--- src/rtl/spf_pkg.sv ---
package spf_pkg;

   // How confidence reacts when a load breaks its stride
   typedef enum logic {
      MIS_DECR  = 1'b0,
      MIS_CLEAR = 1'b1
   } mis_policy_e;

endpackage

--- src/rtl/spf_conf.sv ---
module spf_conf #(
   parameter int                  CNT_W  = 2,
   parameter spf_pkg::mis_policy_e POLICY = spf_pkg::MIS_DECR
) (
   input  logic [CNT_W-1:0] cur_cnt,
   input  logic             same_stride,
   output logic [CNT_W-1:0] nxt_cnt
);

   localparam logic [CNT_W-1:0] CNT_MAX = '1;

   logic [CNT_W-1:0] up_cnt;
   logic [CNT_W-1:0] down_cnt;

   // saturating increment
   assign up_cnt = (cur_cnt == CNT_MAX) ? cur_cnt : cur_cnt + 1'b1;

   generate
      if (POLICY == spf_pkg::MIS_CLEAR) begin : g_clear
         assign down_cnt = '0;
      end else begin : g_decr
         assign down_cnt = (cur_cnt == '0) ? '0 : cur_cnt - 1'b1;
      end
   endgenerate

   assign nxt_cnt = same_stride ? up_cnt : down_cnt;

endmodule

--- src/rtl/spf_table.sv ---
module spf_table #(
   parameter int                  PC_W   = 32,
   parameter int                  ADDR_W = 32,
   parameter int                  IDX_W  = 4,
   parameter int                  PC_LSB = 2,
   parameter int                  CNT_W  = 2,
   parameter int                  THRESH = 1,
   parameter spf_pkg::mis_policy_e POLICY = spf_pkg::MIS_DECR
) (
   input  logic              clk,
   input  logic              rst_n,
   input  logic              acc_valid,
   input  logic [PC_W-1:0]   acc_pc,
   input  logic [ADDR_W-1:0] acc_addr,
   output logic              trig,
   output logic [ADDR_W-1:0] trig_base,
   output logic [ADDR_W-1:0] trig_stride
);

   localparam int               ENTRIES = 1 << IDX_W;
   localparam logic [CNT_W-1:0] CNT_MAX = '1;
   localparam logic [CNT_W-1:0] THR_C   = CNT_W'(THRESH);

   logic              ent_vld    [ENTRIES];
   logic [PC_W-1:0]   ent_tag    [ENTRIES];
   logic [ADDR_W-1:0] ent_last   [ENTRIES];
   logic [ADDR_W-1:0] ent_stride [ENTRIES];
   logic [CNT_W-1:0]  ent_cnt    [ENTRIES];

   logic [IDX_W-1:0]  idx;
   logic              rd_vld;
   logic [PC_W-1:0]   rd_tag;
   logic [ADDR_W-1:0] rd_last;
   logic [ADDR_W-1:0] rd_stride;
   logic [CNT_W-1:0]  rd_cnt;
   logic              hit;
   logic [ADDR_W-1:0] new_stride;
   logic              same;
   logic [CNT_W-1:0]  nxt_cnt;
   logic [ADDR_W-1:0] wr_stride;
   logic [CNT_W-1:0]  wr_cnt;

   assign idx       = acc_pc[PC_LSB +: IDX_W];
   assign rd_vld    = ent_vld[idx];
   assign rd_tag    = ent_tag[idx];
   assign rd_last   = ent_last[idx];
   assign rd_stride = ent_stride[idx];
   assign rd_cnt    = ent_cnt[idx];

   assign hit        = acc_valid && rd_vld && (rd_tag == acc_pc);
   assign new_stride = acc_addr - rd_last;
   assign same       = (new_stride == rd_stride);

   spf_conf #(
      .CNT_W  (CNT_W),
      .POLICY (POLICY)
   ) u_conf (
      .cur_cnt     (rd_cnt),
      .same_stride (same),
      .nxt_cnt     (nxt_cnt)
   );

   // a miss allocates with zero stride and zero confidence
   assign wr_stride = hit ? new_stride : '0;
   assign wr_cnt    = hit ? nxt_cnt    : '0;

   always_ff @(posedge clk or negedge rst_n) begin
      if (!rst_n) begin
         for (int e = 0; e < ENTRIES; e++) begin
            ent_vld[e]    <= 1'b0;
            ent_tag[e]    <= '0;
            ent_last[e]   <= '0;
            ent_stride[e] <= '0;
            ent_cnt[e]    <= '0;
         end
      end else if (acc_valid) begin
         ent_vld[idx]    <= 1'b1;
         ent_tag[idx]    <= acc_pc;
         ent_last[idx]   <= acc_addr;
         ent_stride[idx] <= wr_stride;
         ent_cnt[idx]    <= wr_cnt;
      end
   end

   assign trig        = hit && same && (new_stride != '0) && (nxt_cnt > THR_C);
   assign trig_base   = acc_addr;
   assign trig_stride = new_stride;

   // a miss leaves a clean entry behind
   p_miss_alloc_r2: assert property (@(posedge clk) disable iff (!rst_n)
      (acc_valid && !hit) |=> (ent_cnt[$past(idx)] == '0) && (ent_stride[$past(idx)] == '0));

   // a saturated count stays saturated on a repeated stride
   p_cnt_sat_r4: assert property (@(posedge clk) disable iff (!rst_n)
      (hit && same && rd_cnt == CNT_MAX) |=> (ent_cnt[$past(idx)] == CNT_MAX));

   // a trigger needs a stored count already at the threshold
   p_trig_conf_r5: assert property (@(posedge clk) disable iff (!rst_n)
      trig |-> (rd_vld && rd_cnt >= THR_C));

endmodule

--- src/rtl/spf_issue.sv ---
module spf_issue #(
   parameter int ADDR_W = 32,
   parameter int DEPTH  = 3,
   parameter int PAGE_W = 12
) (
   input  logic              clk,
   input  logic              rst_n,
   input  logic              load,
   input  logic [ADDR_W-1:0] load_base,
   input  logic [ADDR_W-1:0] load_stride,
   input  logic              pf_ready,
   output logic              pf_valid,
   output logic [ADDR_W-1:0] pf_addr
);

   localparam int               STEP_W = $clog2(DEPTH + 1);
   localparam logic [STEP_W-1:0] LAST  = STEP_W'(DEPTH);

   logic              eng_active;
   logic [ADDR_W-1:0] eng_base;
   logic [ADDR_W-1:0] eng_stride;
   logic [STEP_W-1:0] eng_step;
   logic [ADDR_W-1:0] target;
   logic              in_page;

   assign target  = eng_base + eng_stride * ADDR_W'(eng_step);
   assign in_page = (target[ADDR_W-1:PAGE_W] == eng_base[ADDR_W-1:PAGE_W]);

   always_ff @(posedge clk or negedge rst_n) begin
      if (!rst_n) begin
         eng_active <= 1'b0;
         eng_base   <= '0;
         eng_stride <= '0;
         eng_step   <= '0;
      end else if (load) begin
         eng_active <= 1'b1;
         eng_base   <= load_base;
         eng_stride <= load_stride;
         eng_step   <= STEP_W'(1);
      end else if (eng_active) begin
         if (!in_page) begin
            eng_active <= 1'b0;
         end else if (pf_ready) begin
            if (eng_step == LAST) eng_active <= 1'b0;
            else                  eng_step   <= eng_step + 1'b1;
         end
      end
   end

   assign pf_valid = eng_active && in_page;
   assign pf_addr  = target;

   // a stalled offer is held
   p_stall_hold_r7: assert property (@(posedge clk) disable iff (!rst_n)
      (pf_valid && !pf_ready && !load) |=> (pf_valid && $stable(pf_addr)));

   // accepted offer moves one stride on
   p_advance_r6: assert property (@(posedge clk) disable iff (!rst_n)
      (pf_valid && pf_ready && !load && eng_step != LAST) |=>
         (pf_addr == $past(pf_addr) + eng_stride));

   // step count stays inside the depth window
   p_step_bound_r6: assert property (@(posedge clk) disable iff (!rst_n)
      eng_active |-> (eng_step >= STEP_W'(1) && eng_step <= LAST));

endmodule

--- src/rtl/stride_prefetch_top.sv ---
module stride_prefetch_top #(
   parameter int                  PC_W       = 32,
   parameter int                  ADDR_W     = 32,
   parameter int                  IDX_W      = 4,
   parameter int                  PC_LSB     = 2,
   parameter int                  CNT_W      = 2,
   parameter int                  THRESH     = 1,
   parameter int                  DEPTH      = 3,
   parameter int                  PAGE_W     = 12,
   parameter spf_pkg::mis_policy_e MIS_POLICY = spf_pkg::MIS_DECR
) (
   input  logic              clk,
   input  logic              rst_n,
   input  logic              acc_valid,
   input  logic [PC_W-1:0]   acc_pc,
   input  logic [ADDR_W-1:0] acc_addr,
   output logic              pf_valid,
   input  logic              pf_ready,
   output logic [ADDR_W-1:0] pf_addr
);

   localparam int CNT_TOP = (1 << CNT_W) - 1;

   generate
      if (THRESH < 0 || THRESH >= CNT_TOP) begin : g_bad_thresh
         $error("THRESH must lie below the saturated count");
      end
      if (DEPTH < 1) begin : g_bad_depth
         $error("DEPTH must be at least one");
      end
      if (PAGE_W < 1 || PAGE_W >= ADDR_W) begin : g_bad_page
         $error("PAGE_W must be inside the address");
      end
      if (PC_LSB + IDX_W > PC_W) begin : g_bad_idx
         $error("index field exceeds the PC");
      end
   endgenerate

   logic              trig;
   logic [ADDR_W-1:0] trig_base;
   logic [ADDR_W-1:0] trig_stride;

   spf_table #(
      .PC_W   (PC_W),
      .ADDR_W (ADDR_W),
      .IDX_W  (IDX_W),
      .PC_LSB (PC_LSB),
      .CNT_W  (CNT_W),
      .THRESH (THRESH),
      .POLICY (MIS_POLICY)
   ) u_table (
      .clk         (clk),
      .rst_n       (rst_n),
      .acc_valid   (acc_valid),
      .acc_pc      (acc_pc),
      .acc_addr    (acc_addr),
      .trig        (trig),
      .trig_base   (trig_base),
      .trig_stride (trig_stride)
   );

   spf_issue #(
      .ADDR_W (ADDR_W),
      .DEPTH  (DEPTH),
      .PAGE_W (PAGE_W)
   ) u_issue (
      .clk         (clk),
      .rst_n       (rst_n),
      .load        (trig),
      .load_base   (trig_base),
      .load_stride (trig_stride),
      .pf_ready    (pf_ready),
      .pf_valid    (pf_valid),
      .pf_addr     (pf_addr)
   );

   // the cycle after any trigger shows its first target
   p_first_target_r9: assert property (@(posedge clk) disable iff (!rst_n)
      trig |=> (pf_addr == $past(trig_base) + $past(trig_stride)));

   // zero stride never reaches the engine
   p_zero_stride_r10: assert property (@(posedge clk) disable iff (!rst_n)
      trig |-> (trig_stride != '0));

endmodule

--- config.mk ---
export PLATFORM = sky130hd
export DESIGN_NAME = stride_prefetch_top
export DESIGN_NICKNAME = d
export VERILOG_FILES = /design/src/rtl/spf_pkg.sv /design/src/rtl/spf_conf.sv /design/src/rtl/spf_table.sv /design/src/rtl/spf_issue.sv /design/src/rtl/stride_prefetch_top.sv
export SDC_FILE = /design/constraint.sdc
export NUM_CORES = 2
export LEC_CHECK = 0
export BUFFER_PORTS_ARGS = -buffer_cell sky130_fd_sc_hd__clkbuf_2
export CAP_MARGIN = 5
export CELL_PAD_IN_SITES_DETAIL_PLACEMENT = 1
export CELL_PAD_IN_SITES_GLOBAL_PLACEMENT = 1
export CORE_MARGIN = 4
export CORE_UTILIZATION = 40
export CTS_CLUSTER_SIZE = 14
export DETAILED_ROUTE_END_ITERATION = 10
export PLACE_DENSITY_LB_ADDON = 0.1
export SLEW_MARGIN = 20
export SYNTH_ARGS = -nofsm -noshare
export SYNTH_HDL_FRONTEND = slang
export SYNTH_SLANG_ARGS = --single-unit
--- constraint.sdc ---
create_clock -name clk -period 6.35 [get_ports clk]
set_input_delay 0.3175 -clock clk [delete_from_list [all_inputs] [get_ports clk]]
set_output_delay 0.3175 -clock clk [all_outputs]
set_load 0.02 [all_outputs]
Yosys cells after proc, flatten, opt, wreduce, memory -nomap -nowiden
Index checks and enable logic that the tools add are counted.

Word-level logic and storage cells: 154. Register bits: 1651.

$add $sub $neg: 5. Bitwise gates (word level): 2. $lt $le $gt $ge: 3. Reductions and logical operators: 13. Multipliers: 1. Equality and inequality tests: 6. Multiplexer cells: 40.

Operators with widths (number): bitwise mux 512 bit (3); binary-select mux 32 bit (select 4 bit) (3); 2-to-1 mux 32 bit (8); demux 32 bit (select 4 bit) (1); equality test 32 bit (2); adder 32 bit (1); bitwise mux 32 bit (1); multiplier 32 x 2 -> 32 bit (1); nonzero test 32 bit (1); subtractor 32 bit (1); 2-to-1 mux 2 bit (12); equality test 20 bit (1); OR 16 bit (1); binary-select mux 2 bit (select 4 bit) (1); demux 2 bit (select 4 bit) (1); 2-to-1 mux 1 bit (8); logical AND 1 bit (7); nonzero test 2 bit (3); >= comparator 5 bit, second input constant (1); < comparator 5 x 1 -> 1 bit, second input constant (1); inverter 4 -> 5 bit (1); adder 2 x 1 -> 2 bit, second input constant (2); binary-select mux 1 bit (select 4 bit) (1); demux 1 bit (select 4 bit) (1); 6 further kinds (7).

Longest topological paths before layout
Depth in word-level cells: 11. Gate-level depth with buffers: 27. Mapped depth without buffers: 17.

Cells and area by module
A second synthesis with hierarchy kept.

Cells, all modules: 6389. Area, all modules: 79234.7 um2.

Modules (own cells, without submodules): spf_table (seq. area each 39638.0 um2, cells an instance 5634, area each 72768.5 um2, instances 1); spf_issue (seq. area each 1676.6 um2, cells an instance 752, area each 6439.9 um2, instances 1); spf_conf (seq. area each 0.0 um2, cells an instance 3, area each 26.3 um2, instances 1).

Least setup slack after synthesis
OpenSTA, ideal clock, no wires.

Path type: input -> register. Start: input acc_pc[2]. End: register u_issue.eng_base[26]. Slack: -1744 ps. Buffers on the path: 12. Data required time: 6223 ps. Data arrival time: 7967 ps. Cell stages on the path: 27. Cells stage by stage: buf_6 > buf_4 > buf_4 > buf_4 > buf_4 > buf_1 > clkbuf_1 > buf_1 > buf_1 > mux4_2 > mux4_2 > inv_1 > ha_1 > clkbuf_1 > a21o_1 > a221oi_2 > o21ai_0 > xor2_1 > xnor2_1 > or4_1 > or4_1 > nor4b_2 > nand4_1 > a311oi_2 > buf_4 > buf_6 > mux2_1.

Longest elaborated chain between the ends: 9. Elaborated cells between the ends (all ways): 33. Classes of those cells: add/sub: 3; order compare: 1; eq/ne: 3; mux: 18; bitwise: 1; reduce/logical: 7.

RTL lines: start: declaration (RTL line stride_prefetch_top.sv:15) `input logic [PC_W-1:0] acc_pc,`; inverter 4 -> 5 bit (implied by the code); binary-select mux 32 bit (select 4 bit) (tied with other cells) (RTL line spf_table.sv:46) `assign rd_last = ent_last[idx];`; 2-to-1 mux 32 bit (implied by the code) (tied with other cells) (2 in a row) (RTL line spf_table.sv:46); subtractor 32 bit (tied with other cells) (RTL line spf_table.sv:51) `assign new_stride = acc_addr - rd_last;`; equality test 32 bit (tied with other cells) (RTL line spf_table.sv:52) `assign same = (new_stride == rd_stride);`; 2-to-1 mux 2 bit or logical AND 1 bit (tied branches) (RTL line spf_conf.sv:26, spf_table.sv:85); greater-than comparator 2 x 1 -> 1 bit or logical AND 1 bit (tied branches) (RTL line spf_table.sv:85) `assign trig = hit && same && (new_stride != '0) && (nxt_cnt > THR_C);`; logical AND 1 bit * (RTL line spf_table.sv:85); end signal: assignment (RTL line spf_issue.sv:37) `eng_base <= load_base;`; end: declaration (RTL line spf_issue.sv:20) `logic [ADDR_W-1:0] eng_base;`.

Mark *: on every way between the ends. The rest lies on a longest branch, timed or not. The select of a mux whose other input is x is not followed. A chain may end at the register's enable or synchronous reset.

Worst setup path in the final report
Start: register u_issue.eng_step[0]. End: output pf_valid.

Longest elaborated chain between the ends: 4.

RTL lines: start: declaration (RTL line spf_issue.sv:22) `logic [STEP_W-1:0] eng_step;`; start signal: assignment (RTL line spf_issue.sv:45) `else eng_step <= eng_step + 1'b1;`; multiplier 32 x 2 -> 32 bit (RTL line spf_issue.sv:26) `assign target = eng_base + eng_stride * ADDR_W'(eng_step);`; adder 32 bit (RTL line spf_issue.sv:26); equality test 20 bit (RTL line spf_issue.sv:27) `assign in_page = (target[ADDR_W-1:PAGE_W] == eng_base[ADDR_W-1:PAGE_W]);`; logical AND 1 bit (RTL line spf_issue.sv:50) `assign pf_valid = eng_active && in_page;`; end: declaration (RTL line stride_prefetch_top.sv:17) `output logic pf_valid,`.

No other way between the ends.

==> flow_metrics.py <==
metrics = {
    "placed_design": {
        "post-dp-hpwl_mm": 186,
        "gp_congestion": 0.925,
        "placed_cells": 10700,
        "post-place-ws_ns": -0.404,
        "numPortBuffers": 100,
    },
    "cells_and_area": {
        "regArea_um2": 41300,
        "fillers": 22000,
        "drive_above_1_share_pct": 14.6,
        "fin_nets": 8393,
        "synthToLayoutAreaGrowth_pct": 14.0,
        "final_cells": 11000,
        "post-route-util_pct": 45.8,
        "multi_input_area_um2": 35900,
    },
    "timing": {
        "final.period_utilization_pct": 95.1,
        "whs_ns": 0.0455,
        "rsz0062_at_grt": "false",
        "layout_min_cycle_time_ns": 6.04,
        "max-slew-margin-rel_pct": 18.9,
        "setup-violations-final": 0,
        "skew_ns": 0.0412,
        "setup_ws_ns": 0.311,
        "max_freq_mhz": 166,
        "hold_viol": 0,
        "maxSlewViolCount": 0,
        "worst_slew_pin_slew_ns": 1.22,
    },
    "global_route": {
        "first_global_vias": 66900,
        "grt.overflow.total": 0,
        "grt_use_total_pct": 29.2,
        "grt_max_degree": 168,
        "grt_pass1_wl_mm": 456,
        "grt_antenna_before_repair": 21,
    },
    "synthesis": {
        "ys_seq_area_share_pct": 51.5,
        "synth_most_common_cell": "nand2_1",
        "synth_seq_cells": 1651,
        "yosys_warnings": 0,
        "synth_ff_type": "dfrtp_1",
        "synthesis.area_um2": 80200,
        "syn_nets": 8433,
        "async_flop_share_pct": 100,
        "netlist_instances": 8266,
        "ys_types": 84,
        "synth_edf_count": 0,
        "synthTopCellsByCount": "nand2_1 (3471), dfrtp_1 (1651), o21ai_0 (656)",
        "synth_area_leaders": "dfrtp_1 (51%), nand2_1 (16%), mux4_2 (12%)",
        "synth_top_area_share_pct": 51.5,
        "syn_area_per_cell_um2": 9.71,
        "synth_top_area_cell": "dfrtp_1",
    },
    "critical_path": {
        "start_kind": "flop",
        "cp_max_fo": 26,
        "endpoint_kind": "output pin",
        "critPathRequiredTime_ns": 6.03,
        "criticalPathCategory": "reg -> out",
        "critPathArrivalTime_ns": 5.72,
    },
    "power": {
        "power_density_nw_per_um2": 319,
        "finalPower_mw": 29.2,
        "power.leakage_nw": 43.7,
        "vdd_drop_max_mv": 0.286,
    },
    "routing": {
        "routedWlPerCell_um": 27.6,
        "wl_mm": 304,
        "drtIter0Drc": 5126,
        "viasPerCell": 5.65,
        "drc": 0,
        "num_vias": 62400,
        "drtPass1Iterations": 8,
        "antenna_left": 0,
    },
    "cts": {
        "ctsLongestPathBuffers": 3,
        "htreeDepth": 4,
        "insertion_delay_ns": 0.84,
        "cts_tree": "done",
        "clkTransAtPathRegs_ns": 0.06,
        "cts_setup_buffers": 0,
        "root_buffer": "clkbuf_16",
        "cts_sinks": 1651,
        "cts_buffers": 187,
    },
    "floorplanning": {
        "ios": 101,
        "start_util_pct": 40.2,
        "core.rowCount": 164,
        "die_area_um2": 208000,
        "die_y_um": 456,
        "core_area_um2": 200000,
        "die_x_um": 456,
    },
    "worst_hold_path": {
        "worstHoldPathType": "in -> reg",
    },
    "run_status": {
        "outcome": "completed",
    },
    "run": {
        "cap_violations": 0,
    },
}
-- layer usage --
| layer | share of wire [%] | track usage (%) | vias to the layer above | routed length, µm |
|---|---|---|---|---|
| li1 | - | - | 27400 | - |
| met1 | 44 | 39.7 | 33000 | 133000 |
| met2 | 48 | 48.5 | 1552 | 147000 |
| met3 | 4.8 | 4.31 | 484 | 14500 |
| met4 | 3.2 | 8.81 | 6 | 9770 |
| met5 | 0.015 | 0 | - | 47 |
-- stage by stage --
stage	area, µm²	setup TNS [ns]
4_1_cts	91400	0
5_1_grt	91400	0
6_report	91400	0
2_1_floorplan	80400	0
3_5_place_dp	84600	-23.97
3_3_place_gp	84600	-10.73
-- where the power goes --
group,internal (mW),switching [mW]
registers,11.9,0.796
clock network,6.69,4.71
logic,2.13,2.99
-- final cells by class --
type	count	area share (%)
Clock inverter	64	1.02
Tap cell	2656	3.63
Sequential cell	1651	45.2
Timing Repair Buffer	434	4.23
Clock buffer	277	6.04
Inverter	156	0.646
Antenna cell	7	0.0192
Multi-Input combinational cell	5796	39.2
-- critical path: stages (launching register included) --
cell       delay, ns
dfrtp_4         0.62
nand2_1         0.13
fa_1            0.53
inv_1           0.04
ha_1            0.18
inv_1           0.08
fa_1            0.21
nor2b_1         0.09
o2111ai_1       0.37
a31oi_1         0.20
o21ai_1         0.34
nand2_1         0.13
a31oi_1         0.42
xnor3_1         0.30
nor3_1          0.33
nand4_1         0.21
nor4bb_1        0.34
buf_4           0.21
clkbuf_2        0.17
-- layout by cell type, fill, tap and decap left out, drive strengths merged, types with 41 or more instances in the layout --
cell type,n
nor2,154
o21ai,659
mux2i,92
dfrtp,1651
nand2b,56
a21oi,102
clkbuf,372
ha,67
nor3,41
mux4,422
mux2,64
xnor2,76
inv,160
and2,43
buf,307
clkinv,41
nand4,44
nand2,3471
-- logic make-up (layout without fill, tap and decap cells) --
group	Yosys count	count (layout)	share of synthesized area (%)
AND/OR/NAND/NOR	3994	3994	19.9
flip-flops	1651	1651	51.5
AO/OA/AOI/OAI	1001	1001	7.17
buffers and inverters	819	931	4.19
multiplexers	578	578	13.9
XOR/XNOR	124	124	1.49
adder cells (fa/ha/maj)	99	99	1.84
other	0	7	0
-- repair_timing --
item                                   in CTS  in global routing
gates resized for setup                     1                  5
hold buffers                               32                  0
setup endpoints to repair                   1                 52
endpoints found under the hold margin     517                  0
-- state kept, by name, summed over array words and instances (netlist names) --
name and cells:
u_table.ent_tag 512, u_issue.eng_base 32, u_table.ent_vld 16, u_table.ent_last 512, u_issue.eng_step 2, u_table.ent_cnt 32
u_table.ent_stride 512, u_issue.eng_active 1, u_issue.eng_stride 32
-- final timing paths --
| kind | cells past startpoint | to | slack, ns | startpoint |
|---|---|---|---|---|
| worst max-delay path | 18 | pf_valid | 0.31 | u_issue.eng_step[0] |
| worst min-delay path | 3 | u_table.ent_last[27] | 0.05 | acc_addr[27] |
| worst max register to register | 17 | u_issue.eng_base[19] | 0.34 | u_table.ent_last[294] |
| worst min register to register | 2 | u_table.ent_tag[197] | 0.45 | u_table.ent_tag[197] |
| max in group asynchronous | 4 | u_table.ent_last[4] | 4.45 | rst_n |
| min in group asynchronous | 2 | u_table.ent_stride[94] | 0.10 | rst_n |
No activity file was read; power rests on OpenSTA's default activity.
